File: src/rtl/ssr_pkg.sv
// Shared types for the stepped soft-start reference controller.
package ssr_pkg;
    typedef enum logic [1:0] {
        RAMP_IDLE = 2'd0,
        RAMP_RUN  = 2'd1,
        RAMP_HOLD = 2'd2
    } ramp_state_t;
endpackage

File: src/rtl/ssr_step_timer.sv
// Step timer: while run_i is high, pulses step_o once every STEP_TICKS cycles.
// Assumes STEP_TICKS >= 1. The count restarts from zero whenever run_i is low.
module ssr_step_timer #(
    parameter int STEP_TICKS = 10625
) (
    input  logic clk,
    input  logic rst_n,
    input  logic run_i,
    output logic step_o
);
    localparam int TW = (STEP_TICKS > 1) ? $clog2(STEP_TICKS) : 1;
    localparam logic [TW-1:0] LAST = TW'(STEP_TICKS - 1);

    logic [TW-1:0] tick_q;

    // Tick counter: counts from 0 to LAST while running, otherwise stays at 0.
    always_ff @(posedge clk) begin
        if (!rst_n || !run_i || tick_q == LAST) begin
            tick_q <= '0;
        end else begin
            tick_q <= tick_q + 1'b1;
        end
    end

    assign step_o = run_i && (tick_q == LAST);
endmodule

File: src/rtl/ssr_code_counter.sv
// Reference code register: advances by one on each step until full scale,
// then holds there. A clear returns it to zero. Also emits a one-cycle done
// pulse that coincides with the first full-scale cycle.
module ssr_code_counter #(
    parameter int NUM_STEPS = 64,
    parameter int CODE_W    = 7
) (
    input  logic              clk,
    input  logic              rst_n,
    input  logic              clear_i,
    input  logic              step_i,
    output logic [CODE_W-1:0] code_o,
    output logic              final_o,
    output logic              done_o
);
    localparam logic [CODE_W-1:0] FULL     = CODE_W'(NUM_STEPS);
    localparam logic [CODE_W-1:0] PRE_FULL = CODE_W'(NUM_STEPS - 1);

    logic [CODE_W-1:0] code_q;
    logic              done_q;

    // The last step of the ramp is about to take place.
    assign final_o = step_i && (code_q == PRE_FULL);

    // Code and done pulse update; a clear takes priority over a step.
    always_ff @(posedge clk) begin
        if (!rst_n) begin
            code_q <= '0;
            done_q <= 1'b0;
        end else begin
            done_q <= 1'b0;
            if (clear_i) begin
                code_q <= '0;
            end else if (step_i && code_q != FULL) begin
                code_q <= code_q + 1'b1;
                done_q <= final_o;
            end
        end
    end

    assign code_o = code_q;
    assign done_o = done_q;
endmodule

File: src/rtl/ssr_switch_gate.sv
// Switching grant: latches on once the output is no longer above the ramp,
// or on the final step of the ramp. The latch stays on until it is cleared.
// Abort masks the output combinationally so the cut takes effect the same cycle.
module ssr_switch_gate (
    input  logic clk,
    input  logic rst_n,
    input  logic clear_i,
    input  logic arm_i,
    input  logic above_i,
    input  logic final_i,
    input  logic abort_i,
    output logic sw_en_o
);
    logic grant_q;

    // Grant latch: set while armed, cleared on a clear request.
    always_ff @(posedge clk) begin
        if (!rst_n || clear_i) begin
            grant_q <= 1'b0;
        end else if (arm_i && (!above_i || final_i)) begin
            grant_q <= 1'b1;
        end
    end

    assign sw_en_o = grant_q && !abort_i;
endmodule

File: src/rtl/ssr_ramp_ctrl.sv
// Stepped soft-start reference controller (top). Sequences idle, ramp and
// full-scale hold; captures the dummy-mode bit when a start is accepted; and
// connects the step timer, the code counter and the switching gate.
// Assumes that out_above_i is a settled comparison of the output against
// ref_code_o.
module ssr_ramp_ctrl #(
    parameter  int STEP_TICKS = 10625,
    parameter  int NUM_STEPS  = 64,
    localparam int CODE_W     = $clog2(NUM_STEPS + 1)
) (
    input  logic              clk,
    input  logic              rst_n,
    input  logic              start_i,
    input  logic              abort_i,
    input  logic              dummy_i,
    input  logic              out_above_i,
    output logic [CODE_W-1:0] ref_code_o,
    output logic              sw_en_o,
    output logic              ramp_done_o
);
    import ssr_pkg::*;

    ramp_state_t state_q;
    logic        dummy_q;
    logic        start_acc;
    logic        clear;
    logic        step;
    logic        final_step;
    logic        running;

    assign running   = (state_q == RAMP_RUN);
    assign start_acc = start_i && !abort_i && !running;
    assign clear     = abort_i || start_acc;

    // Sequencer: an abort returns to idle, a start enters the ramp, and the
    // final step enters the hold.
    always_ff @(posedge clk) begin
        if (!rst_n) begin
            state_q <= RAMP_IDLE;
            dummy_q <= 1'b0;
        end else if (abort_i) begin
            state_q <= RAMP_IDLE;
        end else if (start_acc) begin
            state_q <= RAMP_RUN;
            dummy_q <= dummy_i;
        end else if (running && final_step) begin
            state_q <= RAMP_HOLD;
        end
    end

    ssr_step_timer #(.STEP_TICKS(STEP_TICKS)) u_timer (
        .clk    (clk),
        .rst_n  (rst_n),
        .run_i  (running),
        .step_o (step)
    );

    ssr_code_counter #(.NUM_STEPS(NUM_STEPS), .CODE_W(CODE_W)) u_code (
        .clk     (clk),
        .rst_n   (rst_n),
        .clear_i (clear),
        .step_i  (step),
        .code_o  (ref_code_o),
        .final_o (final_step),
        .done_o  (ramp_done_o)
    );

    ssr_switch_gate u_gate (
        .clk     (clk),
        .rst_n   (rst_n),
        .clear_i (clear),
        .arm_i   (running && !dummy_q),
        .above_i (out_above_i),
        .final_i (final_step),
        .abort_i (abort_i),
        .sw_en_o (sw_en_o)
    );
endmodule

File: config.mk
export PLATFORM = sky130hd
export DESIGN_NAME = ssr_ramp_ctrl
export DESIGN_NICKNAME = d
export VERILOG_FILES = /design/src/rtl/ssr_pkg.sv /design/src/rtl/ssr_step_timer.sv /design/src/rtl/ssr_code_counter.sv /design/src/rtl/ssr_switch_gate.sv /design/src/rtl/ssr_ramp_ctrl.sv
export SDC_FILE = /design/constraint.sdc
export NUM_CORES = 1
export LEC_CHECK = 0
export BUFFER_PORTS_ARGS = -buffer_cell sky130_fd_sc_hd__buf_2
export CAP_MARGIN = 30
export CELL_PAD_IN_SITES_DETAIL_PLACEMENT = 0
export CELL_PAD_IN_SITES_GLOBAL_PLACEMENT = 1
export CORE_MARGIN = 3
export CORE_UTILIZATION = 40
export CTS_BUF_LIST = sky130_fd_sc_hd__clkbuf_4
export DETAILED_ROUTE_END_ITERATION = 16
export GPL_TIMING_DRIVEN = 0
export PLACE_DENSITY = 0.83
export SLEW_MARGIN = 0
export SYNTH_ARGS = -nofsm -noshare
export SYNTH_HDL_FRONTEND = slang
export SYNTH_SLANG_ARGS = --single-unit
File: constraint.sdc
create_clock -name clk -period 3.05 [get_ports clk]
set_input_delay 0.305 -clock clk [delete_from_list [all_inputs] [get_ports clk]]
set_output_delay 0.305 -clock clk [all_outputs]
set_load 0.01 [all_outputs]
==> run metrics <==
status completed; Int Pwr 0.0004819 W; clk_skew 0.005605 ns; Clock Power Share 39.6%; Max Cap Viol 0; Cells after Synth 141; register share of total power 57.6%; port bufs 14; switch share 19.20%; Slew headroom 74.80%; combinational power share 2.8%; CTS tree built; crit-path max FO 10; crit path launch type register; first-pass GRT wire length 4340 um; actual slew at the worst max-slew pin 0.3746 ns; sequential share of the synthesized area 42.11%; placed inst area 1345 um2; post-synth design cell area 1236 um2; maximum vdd drop 0.2729 mV; CTS root buffer clkbuf_4; post-CTS sizing 0; worst skew pair latency 0.32 ns; FF+latch count, synth 26; CTS H-Tree Depth 1; slowest CP cell or4_2; core area 2853 um2; WP buf/inv 1; # rows 19; Area growth, synth to finish 13.06%; pin count of the biggest net entering global routing 16; period utilization 74.77%; fin area 1398 um2; Sink Count 26; Ports 15; Vias 1045; drt wl/cell 12.59 um; fillcell total 284; Critical Path End Type register; TNS Setup 0 ns; Post-layout nets 170; DRT antenna net count 0; DP HPWL 1813 um; Clock Path Buffers 2; Warnings, synthesis 0; hold buffers post-CTS 0; Syn Area/Cell 8.767 um2; Post-CTS Setup Bufs 0; leakage 0.4815 nW; die extent in x 61.59 um; Initial Util 43.33%; total die area 3793 um2; proportion of layout cells with a drive suffix above 1 17.61%; CTS buffer count 3; initial drt markers 66; Synth cell types 35; vias in the first global route 952; Ant. Diodes 0; vias per inst 5.500; Max Slew Vio Count 0; PwrDens 426.7 nW/um2; RSZ-0062 raised after global routing no; Layout Utilization 48.99%; Setup CP Type register to register; Final setup viols 0; Arr. time, crit path 2.51 ns; GP Congestion 0.7723; Setup WS pre-CTS 0.7719 ns; final worst setup slack 0.7696 ns; Hold Path Class input pin to register; Die Ht 61.59 um; gr ovfl total 0; delay-heaviest family, CP simple AND/OR/NAND/NOR gates; Synth Net Count 151; endpoints failing hold 0; Crit path required time 3.28 ns; WHS 0.2318 ns; DR pass1 iterations 4; DR DRC count 0; switching power 0.0001145 W; critical path cell sequence or4_4, or4_2, nand3_1, buf_2, nor2_1; Max Fclk 0.4385 GHz; slowest cell delay on critical path 0.66 ns; initial antenna violation count 0; routed wire length 2393 um; Total GRT Usage 15.30%; Min Clock Period, post-route 2.280 ns; Clock Pin Slew Worst Setup and Hold Paths 0.14 ns
## sequential cells by signal (all words and copies together) (netlist names)
name and flops:
u_timer.tick_q 14, u_code.code_o 7, state_q 2, dummy_q 1, u_code.done_o 1, u_gate.grant_q 1
## worst register-to-register path, cell delays in order, from the launching register on
cell	delay, ns
dfxtp_1	0.39
or4_4	0.56
or4_2	0.66
nand3_1	0.22
buf_2	0.28
nor2_1	0.07
## cell type report
class	instances	area (um2)	area share [%]
well taps	31	38.79	2.775
inverters	9	33.78	2.417
multi-input cells	104	669.4	47.90
flip-flops and latches	26	520.5	37.24
clock inverters	1	30.03	2.149
clock buffers	3	22.52	1.611
plain buffers	2	12.51	0.8953
repair buffers	14	70.07	5.013
## synthesized netlist by cell type
master	instances	area (um2)
nor2_1	16	60.06
o21bai_1	1	7.510
xnor2_1	9	78.83
or4_2	1	8.760
a21oi_1	8	40.04
dfxtp_1	26	520.5
nor4b_1	1	8.760
ha_1	4	50.05
and3b_1	1	8.760
nand4_1	3	18.77
or3_2	2	15.01
o311a_1	1	10.01
buf_4	1	7.510
o31a_1	1	8.760
nand3b_1	2	15.01
and3_1	1	6.260
nor2b_1	3	18.77
nand4b_1	2	17.52
o31ai_1	2	15.01
nand2b_1	1	6.260
mux2i_1	1	10.01
buf_2	1	5.000
nand3_1	10	50.05
o21ai_0	5	25.02
nor3_1	4	20.02
and3_2	1	7.510
or2b_2	2	17.52
nand2_1	6	22.52
o21a_1	2	15.01
or4_4	2	22.52
or3_1	2	12.51
xor2_1	3	26.28
nor4_1	5	31.28
or4_1	2	15.01
inv_1	9	33.78
## power by group through the flow
| stage | Clock (W) | Sequential, W | Combinational, W |
|---|---|---|---|
| 6_report | 0.000236 | 0.000343 | 0.0000167 |
| 5_1_grt | 0.000258 | 0.000344 | 0.0000198 |
| 4_1_cts | 0.000247 | 0.000343 | 0.0000168 |
| 3_5_place_dp | 0 | 0.000351 | 0.0000167 |
| 3_3_place_gp | 0 | 0.000351 | 0.0000161 |
| 2_1_floorplan | 0 | 0.000350 | 0.0000102 |
## cell families (layout without fill, tap and decap cells)
logic type	count (synthesis)	in the layout	synth area share, %
flip-flops	26	26	42.11
AND/OR/NAND/NOR	67	67	30.97
multiplexers	1	1	0.8097
adder cells (fa/ha/maj)	4	4	4.049
buffers and inverters	11	29	3.745
AO/OA/AOI/OAI	20	20	9.817
XOR/XNOR	12	12	8.503
## stage by stage
stage                     cells   power, W
after floorplan             141  0.0003605
after global placement      186  0.0003668
after detailed placement    186  0.0003675
after CTS                   190  0.0006073
after global routing        190  0.0006212
final                       190  0.0005964
## per-layer routing
| layer | part of all wire, % | GRT usage (%) |
|---|---|---|
| met5 | 0 | 0 |
| met4 | 0.71 | 5.455 |
| met3 | 3.6 | 4.403 |
| met2 | 48 | 25.56 |
| met1 | 48 | 18.65 |
## cell usage in the layout, fill, tap and decap left out, types with 3 or more instances in the layout
| master | count |
|---|---|
| nand4_1 | 3 |
| nor2_1 | 16 |
| nor2b_1 | 3 |
| nand3_1 | 10 |
| nor3_1 | 4 |
| inv_1 | 9 |
| o21ai_0 | 5 |
| a21oi_1 | 8 |
| nand2_1 | 6 |
| xor2_1 | 3 |
| nor4_1 | 5 |
| xnor2_1 | 9 |
| ha_1 | 4 |
| buf_2 | 15 |
| clkbuf_4 | 3 |
| dfxtp_1 | 26 |
## worst paths after layout
kind                            slack, ns                           end  cells after the start                         start
worst max-delay path                 0.77  u_timer.tick_q[8]$_SDFF_PP0_                      5  u_timer.tick_q[2]$_SDFF_PP0_
worst max register to register       0.77  u_timer.tick_q[8]$_SDFF_PP0_                      5  u_timer.tick_q[2]$_SDFF_PP0_
worst min-delay path                 0.23          dummy_q$_SDFFE_PN0P_                      2                         rst_n
worst min register to register       0.51  u_timer.tick_q[0]$_SDFF_PP0_                      1  u_timer.tick_q[0]$_SDFF_PP0_
(Power assumes the default switching activity.)
